File: config.mk
export PLATFORM = sky130hd
export DESIGN_NAME = sc_core
export DESIGN_NICKNAME = d
export VERILOG_FILES = /design/src/rtl/sc_pkg.sv /design/src/rtl/sc_decode.sv /design/src/rtl/sc_regfile.sv /design/src/rtl/sc_alu.sv /design/src/rtl/sc_core.sv
export SDC_FILE = /design/constraint.sdc
export NUM_CORES = 1
export LEC_CHECK = 0
export BUFFER_PORTS_ARGS = -buffer_cell sky130_fd_sc_hd__buf_2
export CORE_ASPECT_RATIO = 1.2
export CORE_UTILIZATION = 39
export DETAILED_ROUTE_END_ITERATION = 16
export GPL_TIMING_DRIVEN = 0
export PLACE_DENSITY = 0.67
export SYNTH_ARGS = -nofsm -noshare
export SYNTH_HDL_FRONTEND = slang
export SYNTH_SLANG_ARGS = --single-unit
File: constraint.sdc
create_clock -name clk -period 4.7 [get_ports clk]
set_input_delay 0.47 -clock clk [delete_from_list [all_inputs] [get_ports clk]]
set_output_delay 0.47 -clock clk [all_outputs]
set_load 0.03 [all_outputs]
File: src/rtl/sc_pkg.sv
package sc_pkg;

    localparam int XLEN      = 32;
    localparam int REG_COUNT = 32;
    localparam int RIDX_W    = $clog2(REG_COUNT);

    localparam logic [5:0] OPC_REG  = 6'b000000;
    localparam logic [5:0] OPC_ORI  = 6'b001101;
    localparam logic [5:0] OPC_LOAD = 6'b100011;
    localparam logic [5:0] OPC_STOR = 6'b101011;
    localparam logic [5:0] OPC_BEQ  = 6'b000100;
    localparam logic [5:0] OPC_JMP  = 6'b000010;

    localparam logic [5:0] FN_ADD = 6'b100000;
    localparam logic [5:0] FN_SUB = 6'b100010;

    typedef enum logic [1:0] {
        ALU_ADD = 2'd0,
        ALU_SUB = 2'd1,
        ALU_OR  = 2'd2
    } alu_op_e;

    typedef enum logic [1:0] {
        NEXT_SEQ = 2'd0,
        NEXT_BEQ = 2'd1,
        NEXT_JMP = 2'd2
    } next_sel_e;

    typedef struct packed {
        logic      dst_is_rd;
        logic      opb_is_imm;
        logic      wb_from_mem;
        logic      reg_wr;
        logic      mem_wr;
        logic      imm_signed;
        alu_op_e   alu;
        next_sel_e next;
    } ctrl_t;

    localparam ctrl_t CTRL_IDLE = '{
        dst_is_rd: 1'b0, opb_is_imm: 1'b0, wb_from_mem: 1'b0,
        reg_wr: 1'b0, mem_wr: 1'b0, imm_signed: 1'b0,
        alu: ALU_ADD, next: NEXT_SEQ
    };

    typedef struct packed {
        logic [5:0]        opc;
        logic [RIDX_W-1:0] rs;
        logic [RIDX_W-1:0] rt;
        logic [RIDX_W-1:0] rd;
        logic [4:0]        shamt;
        logic [5:0]        fn;
    } instr_t;

    function automatic logic [XLEN-1:0] widen16(input logic [15:0] v, input logic signed_ext);
        return {{(XLEN-16){signed_ext & v[15]}}, v};
    endfunction

endpackage

File: src/rtl/sc_decode.sv
module sc_decode
    import sc_pkg::*;
(
    input  logic [5:0] opc,
    input  logic [5:0] fn,
    output ctrl_t      ctrl
);
    always_comb begin
        ctrl = CTRL_IDLE;
        unique case (opc)
            OPC_REG: begin
                if (fn == FN_ADD || fn == FN_SUB) begin
                    ctrl.dst_is_rd = 1'b1;
                    ctrl.reg_wr    = 1'b1;
                    ctrl.alu       = (fn == FN_SUB) ? ALU_SUB : ALU_ADD;
                end
            end
            OPC_ORI: begin
                ctrl.opb_is_imm = 1'b1;
                ctrl.reg_wr     = 1'b1;
                ctrl.alu        = ALU_OR;
            end
            OPC_LOAD: begin
                ctrl.opb_is_imm  = 1'b1;
                ctrl.wb_from_mem = 1'b1;
                ctrl.reg_wr      = 1'b1;
                ctrl.imm_signed  = 1'b1;
            end
            OPC_STOR: begin
                ctrl.opb_is_imm = 1'b1;
                ctrl.mem_wr     = 1'b1;
                ctrl.imm_signed = 1'b1;
            end
            OPC_BEQ: begin
                ctrl.alu  = ALU_SUB;
                ctrl.next = NEXT_BEQ;
            end
            OPC_JMP: begin
                ctrl.next = NEXT_JMP;
            end
            default: ctrl = CTRL_IDLE;
        endcase
    end
endmodule

File: src/rtl/sc_regfile.sv
module sc_regfile
    import sc_pkg::*;
#(
    parameter int DEPTH = REG_COUNT,
    parameter int WIDTH = XLEN,
    localparam int AW   = $clog2(DEPTH)
) (
    input  logic             clk,
    input  logic             wr_en,
    input  logic [AW-1:0]    wr_idx,
    input  logic [WIDTH-1:0] wr_val,
    input  logic [AW-1:0]    rd_idx_a,
    input  logic [AW-1:0]    rd_idx_b,
    output logic [WIDTH-1:0] rd_val_a,
    output logic [WIDTH-1:0] rd_val_b
);
    logic [WIDTH-1:0] cells [DEPTH];

    // Entry 0 is a constant zero; only entries 1..DEPTH-1 hold state.
    assign cells[0] = '0;

    for (genvar g = 1; g < DEPTH; g++) begin : g_cell
        always_ff @(posedge clk) begin
            if (wr_en && wr_idx == AW'(g)) begin
                cells[g] <= wr_val;
            end
        end
    end

    assign rd_val_a = cells[rd_idx_a];
    assign rd_val_b = cells[rd_idx_b];
endmodule

File: src/rtl/sc_alu.sv
module sc_alu
    import sc_pkg::*;
#(
    parameter int WIDTH = XLEN
) (
    input  alu_op_e          op,
    input  logic [WIDTH-1:0] a,
    input  logic [WIDTH-1:0] b,
    output logic [WIDTH-1:0] y,
    output logic             is_zero
);
    always_comb begin
        unique case (op)
            ALU_SUB: y = a - b;
            ALU_OR:  y = a | b;
            default: y = a + b;
        endcase
    end

    assign is_zero = (y == '0);
endmodule

File: src/rtl/sc_core.sv
module sc_core
    import sc_pkg::*;
#(
    parameter int IMEM_WORDS = 64,
    parameter int DMEM_WORDS = 64
) (
    input  logic              clk,
    input  logic              rst,
    output logic [XLEN-1:0]   dbg_pc,
    output logic              dbg_wr_en,
    output logic [RIDX_W-1:0] dbg_wr_idx,
    output logic [XLEN-1:0]   dbg_wr_val
);
    localparam int IAW = $clog2(IMEM_WORDS);
    localparam int DAW = $clog2(DMEM_WORDS);

    logic [XLEN-1:0] imem [IMEM_WORDS];
    logic [XLEN-1:0] dmem [DMEM_WORDS];

    // Instruction store starts as all-zero words, which decode as no-ops.
    initial begin
        for (int i = 0; i < IMEM_WORDS; i++) begin
            imem[i] = '0;
        end
    end

    logic [XLEN-1:0]   pc;
    logic [XLEN-1:0]   pc_plus4;
    logic [XLEN-1:0]   pc_branch;
    logic [XLEN-1:0]   pc_jump;
    logic [XLEN-1:0]   pc_next;
    instr_t            instr;
    ctrl_t             ctrl;
    logic [XLEN-1:0]   opa;
    logic [XLEN-1:0]   opb_reg;
    logic [XLEN-1:0]   imm_ext;
    logic [XLEN-1:0]   alu_y;
    logic              alu_zero;
    logic [XLEN-1:0]   mem_rdata;
    logic [XLEN-1:0]   wb_val;
    logic [RIDX_W-1:0] wb_idx;
    logic              rf_we;
    logic              dm_we;
    logic [15:0]       imm16;
    logic [25:0]       jidx;

    // Fetch
    assign instr = instr_t'(imem[pc[IAW+1:2]]);
    assign imm16 = {instr.rd, instr.shamt, instr.fn};
    assign jidx  = {instr.rs, instr.rt, imm16};

    sc_decode u_dec (
        .opc  (instr.opc),
        .fn   (instr.fn),
        .ctrl (ctrl)
    );

    assign rf_we = ctrl.reg_wr & ~rst;
    assign dm_we = ctrl.mem_wr & ~rst;
    assign wb_idx = ctrl.dst_is_rd ? instr.rd : instr.rt;

    sc_regfile #(.DEPTH(REG_COUNT), .WIDTH(XLEN)) u_rf (
        .clk      (clk),
        .wr_en    (rf_we),
        .wr_idx   (wb_idx),
        .wr_val   (wb_val),
        .rd_idx_a (instr.rs),
        .rd_idx_b (instr.rt),
        .rd_val_a (opa),
        .rd_val_b (opb_reg)
    );

    assign imm_ext = widen16(imm16, ctrl.imm_signed);

    sc_alu #(.WIDTH(XLEN)) u_alu (
        .op      (ctrl.alu),
        .a       (opa),
        .b       (ctrl.opb_is_imm ? imm_ext : opb_reg),
        .y       (alu_y),
        .is_zero (alu_zero)
    );

    // Data store: word-indexed, low two address bits dropped.
    assign mem_rdata = dmem[alu_y[DAW+1:2]];

    always_ff @(posedge clk) begin
        if (dm_we) begin
            dmem[alu_y[DAW+1:2]] <= opb_reg;
        end
    end

    assign wb_val = ctrl.wb_from_mem ? mem_rdata : alu_y;

    // Next-PC selection
    assign pc_plus4  = pc + XLEN'(4);
    assign pc_branch = pc_plus4 + {widen16(imm16, 1'b1)[XLEN-3:0], 2'b00};
    assign pc_jump   = {pc_plus4[XLEN-1:XLEN-4], jidx, 2'b00};

    always_comb begin
        unique case (ctrl.next)
            NEXT_BEQ: pc_next = alu_zero ? pc_branch : pc_plus4;
            NEXT_JMP: pc_next = pc_jump;
            default:  pc_next = pc_plus4;
        endcase
    end

    always_ff @(posedge clk) begin
        if (rst) begin
            pc <= '0;
        end else begin
            pc <= pc_next;
        end
    end

    // Debug taps
    assign dbg_pc     = pc;
    assign dbg_wr_en  = rf_we && (wb_idx != '0);
    assign dbg_wr_idx = wb_idx;
    assign dbg_wr_val = wb_val;

    logic unused_bits;
    assign unused_bits = ^{pc[1:0], pc[XLEN-1:IAW+2]};
endmodule

==> flow_metrics.py <==
metrics = {
    "floorplan": {
        "initial_core_util_pct": 40.5,
        "dieArea_sq_um": 4670,
        "die_x_um": 62.5,
        "rows": 26,
        "io_pins": 72,
        "coreArea_sq_um": 4230,
        "die_y_um": 74.6,
    },
    "power": {
        "p_comb_share_pct": 16.1,
        "p_sw_share_pct": 28.0,
        "p_seq_share_pct": 48.4,
        "power.leakage_nw": 1.00,
        "p_int_mw": 0.385,
        "vdd_drop_max_mv": 0.126,
        "power.density_nw_per_um2": 248,
        "clkPwrFrac_pct": 35.5,
        "p_sw_mw": 0.150,
    },
    "global_routing": {
        "grt_pass1_wl_um": 5710,
        "grt_remaining_overflow": 0,
        "gr-usage-met2_pct": 26.2,
        "grt_max_degree": 11,
        "grt_use_met1_pct": 18.9,
        "grt_use_total_pct": 15.4,
        "grt_antenna_before_repair": 0,
        "grt_pass1_vias": 1246,
        "met3_usage_pct": 3.79,
        "grt-busiest-layer": "met2",
    },
    "sta": {
        "setup_tns_ns": 0,
        "holdWs_ns": 0.481,
        "finalHoldViolations": 0,
        "fin_crit_sh_pct": 45.7,
        "fmax_mhz": 466,
        "rsz0062_at_grt": "false",
        "min_period_ns": 2.15,
        "report.final.slew_viol_count": 0,
        "fin_skew_ns": 0.00403,
        "setup_violations": 0,
        "fin_ws_ns": 2.55,
    },
    "finish": {
        "fill_cells": 430,
        "layout-drive-gt1-share_pct": 30.2,
        "layout.nets": 284,
        "area_delta_synth_final_pct": 26.1,
        "diodes": 0,
        "final_util_pct": 51.1,
        "largest_reg_flops": 30,
    },
    "synth": {
        "synth_warnings": 0,
        "ys_types": 30,
        "ys_async_sr_fraction_pct": 0,
        "ys.flop_type": "dfxtp_1",
        "ys_seq_area_share_pct": 35.0,
        "synth_edf_count": 0,
        "ys_ff_latch": 30,
        "synthCells": 204,
        "syn_area_sq_um": 1710,
        "synth_area_per_cell_sq_um": 8.40,
    },
    "min_path": {
        "hold_class": "flop to flop",
    },
    "clock_tree": {
        "cts_resized": 0,
        "clk_pin_slew_worst_paths_ns": 0.06,
        "hold_buffers": 0,
        "cts_made_buffers": 5,
        "clk_latency_ns": 0.28,
        "post_cts_buffers": 0,
        "tritoncts": "done",
        "h-tree-depth": 2,
        "clock_path_buffers": 2,
        "cts_num_sinks": 30,
        "cts-root-buf": "clkbuf_8",
    },
    "drt": {
        "routed_wl_um": 3470,
        "wire_per_inst_um": 10.3,
        "first_pass_iters": 5,
        "num_vias": 1544,
        "ant_nets": 0,
        "dr.first_iter.drc_count": 69,
        "routed_via_density": 4.58,
        "drc": 0,
    },
    "critical_path": {
        "end_kind": "flop",
        "worst-setup-path-type": "flop to flop",
        "critPathMaxFanout": 7,
        "cp.required_ns": 4.87,
        "start_kind": "flop",
        "arrival_ns": 2.31,
    },
    "outcome": {
        "status": "complete, no violations",
    },
    "placement": {
        "port_buffers": 31,
        "place_ws_ns": 2.55,
        "gp_congestion": 0.784,
        "hpwl_um": 2640,
    },
    "flow_run": {
        "maxCapViolations": 0,
    },
}
## placed cells by master, fill, tap and decap left out, types with 2 or more instances in the layout
cell      Yosys  layout
a21oi_1      12      12
and3_1        5       5
and4_1        2       2
buf_2         1      32
buf_4        40      40
clkbuf_1      6       8
clkbuf_8      0       5
conb_1        1      40
dfxtp_1      30      30
inv_1         2       2
mux2_2        4       4
nand2_1      14      14
nand3_1       6       6
nand4_1       7       7
nand4b_1      2       2
nor2_1       18      18
nor2b_1       4       4
nor4_1        4       4
o21ai_0       5       5
o31ai_1       7       7
or3_1         6       6
or4_1         9       9
xnor2_1       4       4
xor2_1        8       8
## power groups by stage
stage / Sequential [mW] / Clock, mW / Combinational, mW
floorplan: 0.269 / 0 / 0.0748
global placement: 0.265 / 0 / 0.0850
detailed placement: 0.265 / 0 / 0.0855
CTS: 0.259 / 0.197 / 0.0855
global route: 0.260 / 0.207 / 0.0914
finish: 0.259 / 0.190 / 0.0861
## worst max-delay path: stages (launching register included)
cell and delay, ns:
dfxtp_1 0.39, ha_1 0.25, and4_1 0.20, clkbuf_1 0.30, nand2_1 0.22, nor4_1 0.31
mux2_2 0.37
## area by class of cell
cell class	count	area [sq um]	area share, %
tap	56	70.1	3.24
clock buffer	7	76.3	3.53
sequential	30	601	27.8
buffer	47	328	15.2
timing repair buffer	31	155	7.18
inverter	2	7.51	0.347
multi-input combinational	164	925	42.8
## per-stage QoR
stage	power [mW]	instances	instance area, sq um
2_1_floorplan	0.344	243	1860
3_3_place_gp	0.350	330	2090
3_5_place_dp	0.351	330	2090
4_1_cts	0.542	337	2160
5_1_grt	0.558	337	2160
6_report	0.536	337	2160
## kinds of logic after synthesis
kind of cell / count (synthesis) / synth area share, %
muxes: 4 / 2.63
xor gates and xnor gates: 12 / 6.13
adders and majority gates: 1 / 0.730
other: 1 / 0.219
and+or+nand+nor: 83 / 27.7
AOI/OAI and AO/OA: 24 / 8.03
buffers and inverters: 49 / 19.6
DFF: 30 / 35.0
## Yosys cell counts, types with 4 or more instances
master	number	area, sq um
nand3_1	6	30.0
xor2_1	8	70.1
mux2_2	4	45.0
a21oi_1	12	60.1
nor2_1	18	67.6
xnor2_1	4	35.0
dfxtp_1	30	601
or3_1	6	37.5
nor4_1	4	25.0
nand2_1	14	52.6
o31ai_1	7	52.6
buf_4	40	300
and3_1	5	31.3
nand4_1	7	43.8
nor2b_1	4	25.0
o21ai_0	5	25.0
or4_1	9	67.6
clkbuf_1	6	22.5
## path summary, 6_finish.rpt
| path | startpoint | to | slack, ns | cells past startpoint |
|---|---|---|---|---|
| worst max-delay path | dbg_pc[2]$_SDFF_PP0_ | dbg_pc[24]$_SDFF_PP0_ | 2.55 | 6 |
| worst min-delay path | dbg_pc[2]$_SDFF_PP0_ | dbg_pc[2]$_SDFF_PP0_ | 0.48 | 1 |
| worst max register to register | dbg_pc[2]$_SDFF_PP0_ | dbg_pc[24]$_SDFF_PP0_ | 2.55 | 6 |
| worst min register to register | dbg_pc[2]$_SDFF_PP0_ | dbg_pc[2]$_SDFF_PP0_ | 0.48 | 1 |
## metal layers
metal  share of wire [%]  vias up
li1                    -      793
met1                  46      698
met2                  47       51
met3                 5.8        2
met4                0.83        0
met5                   0        -
Power figures use the tool's default switching activity.
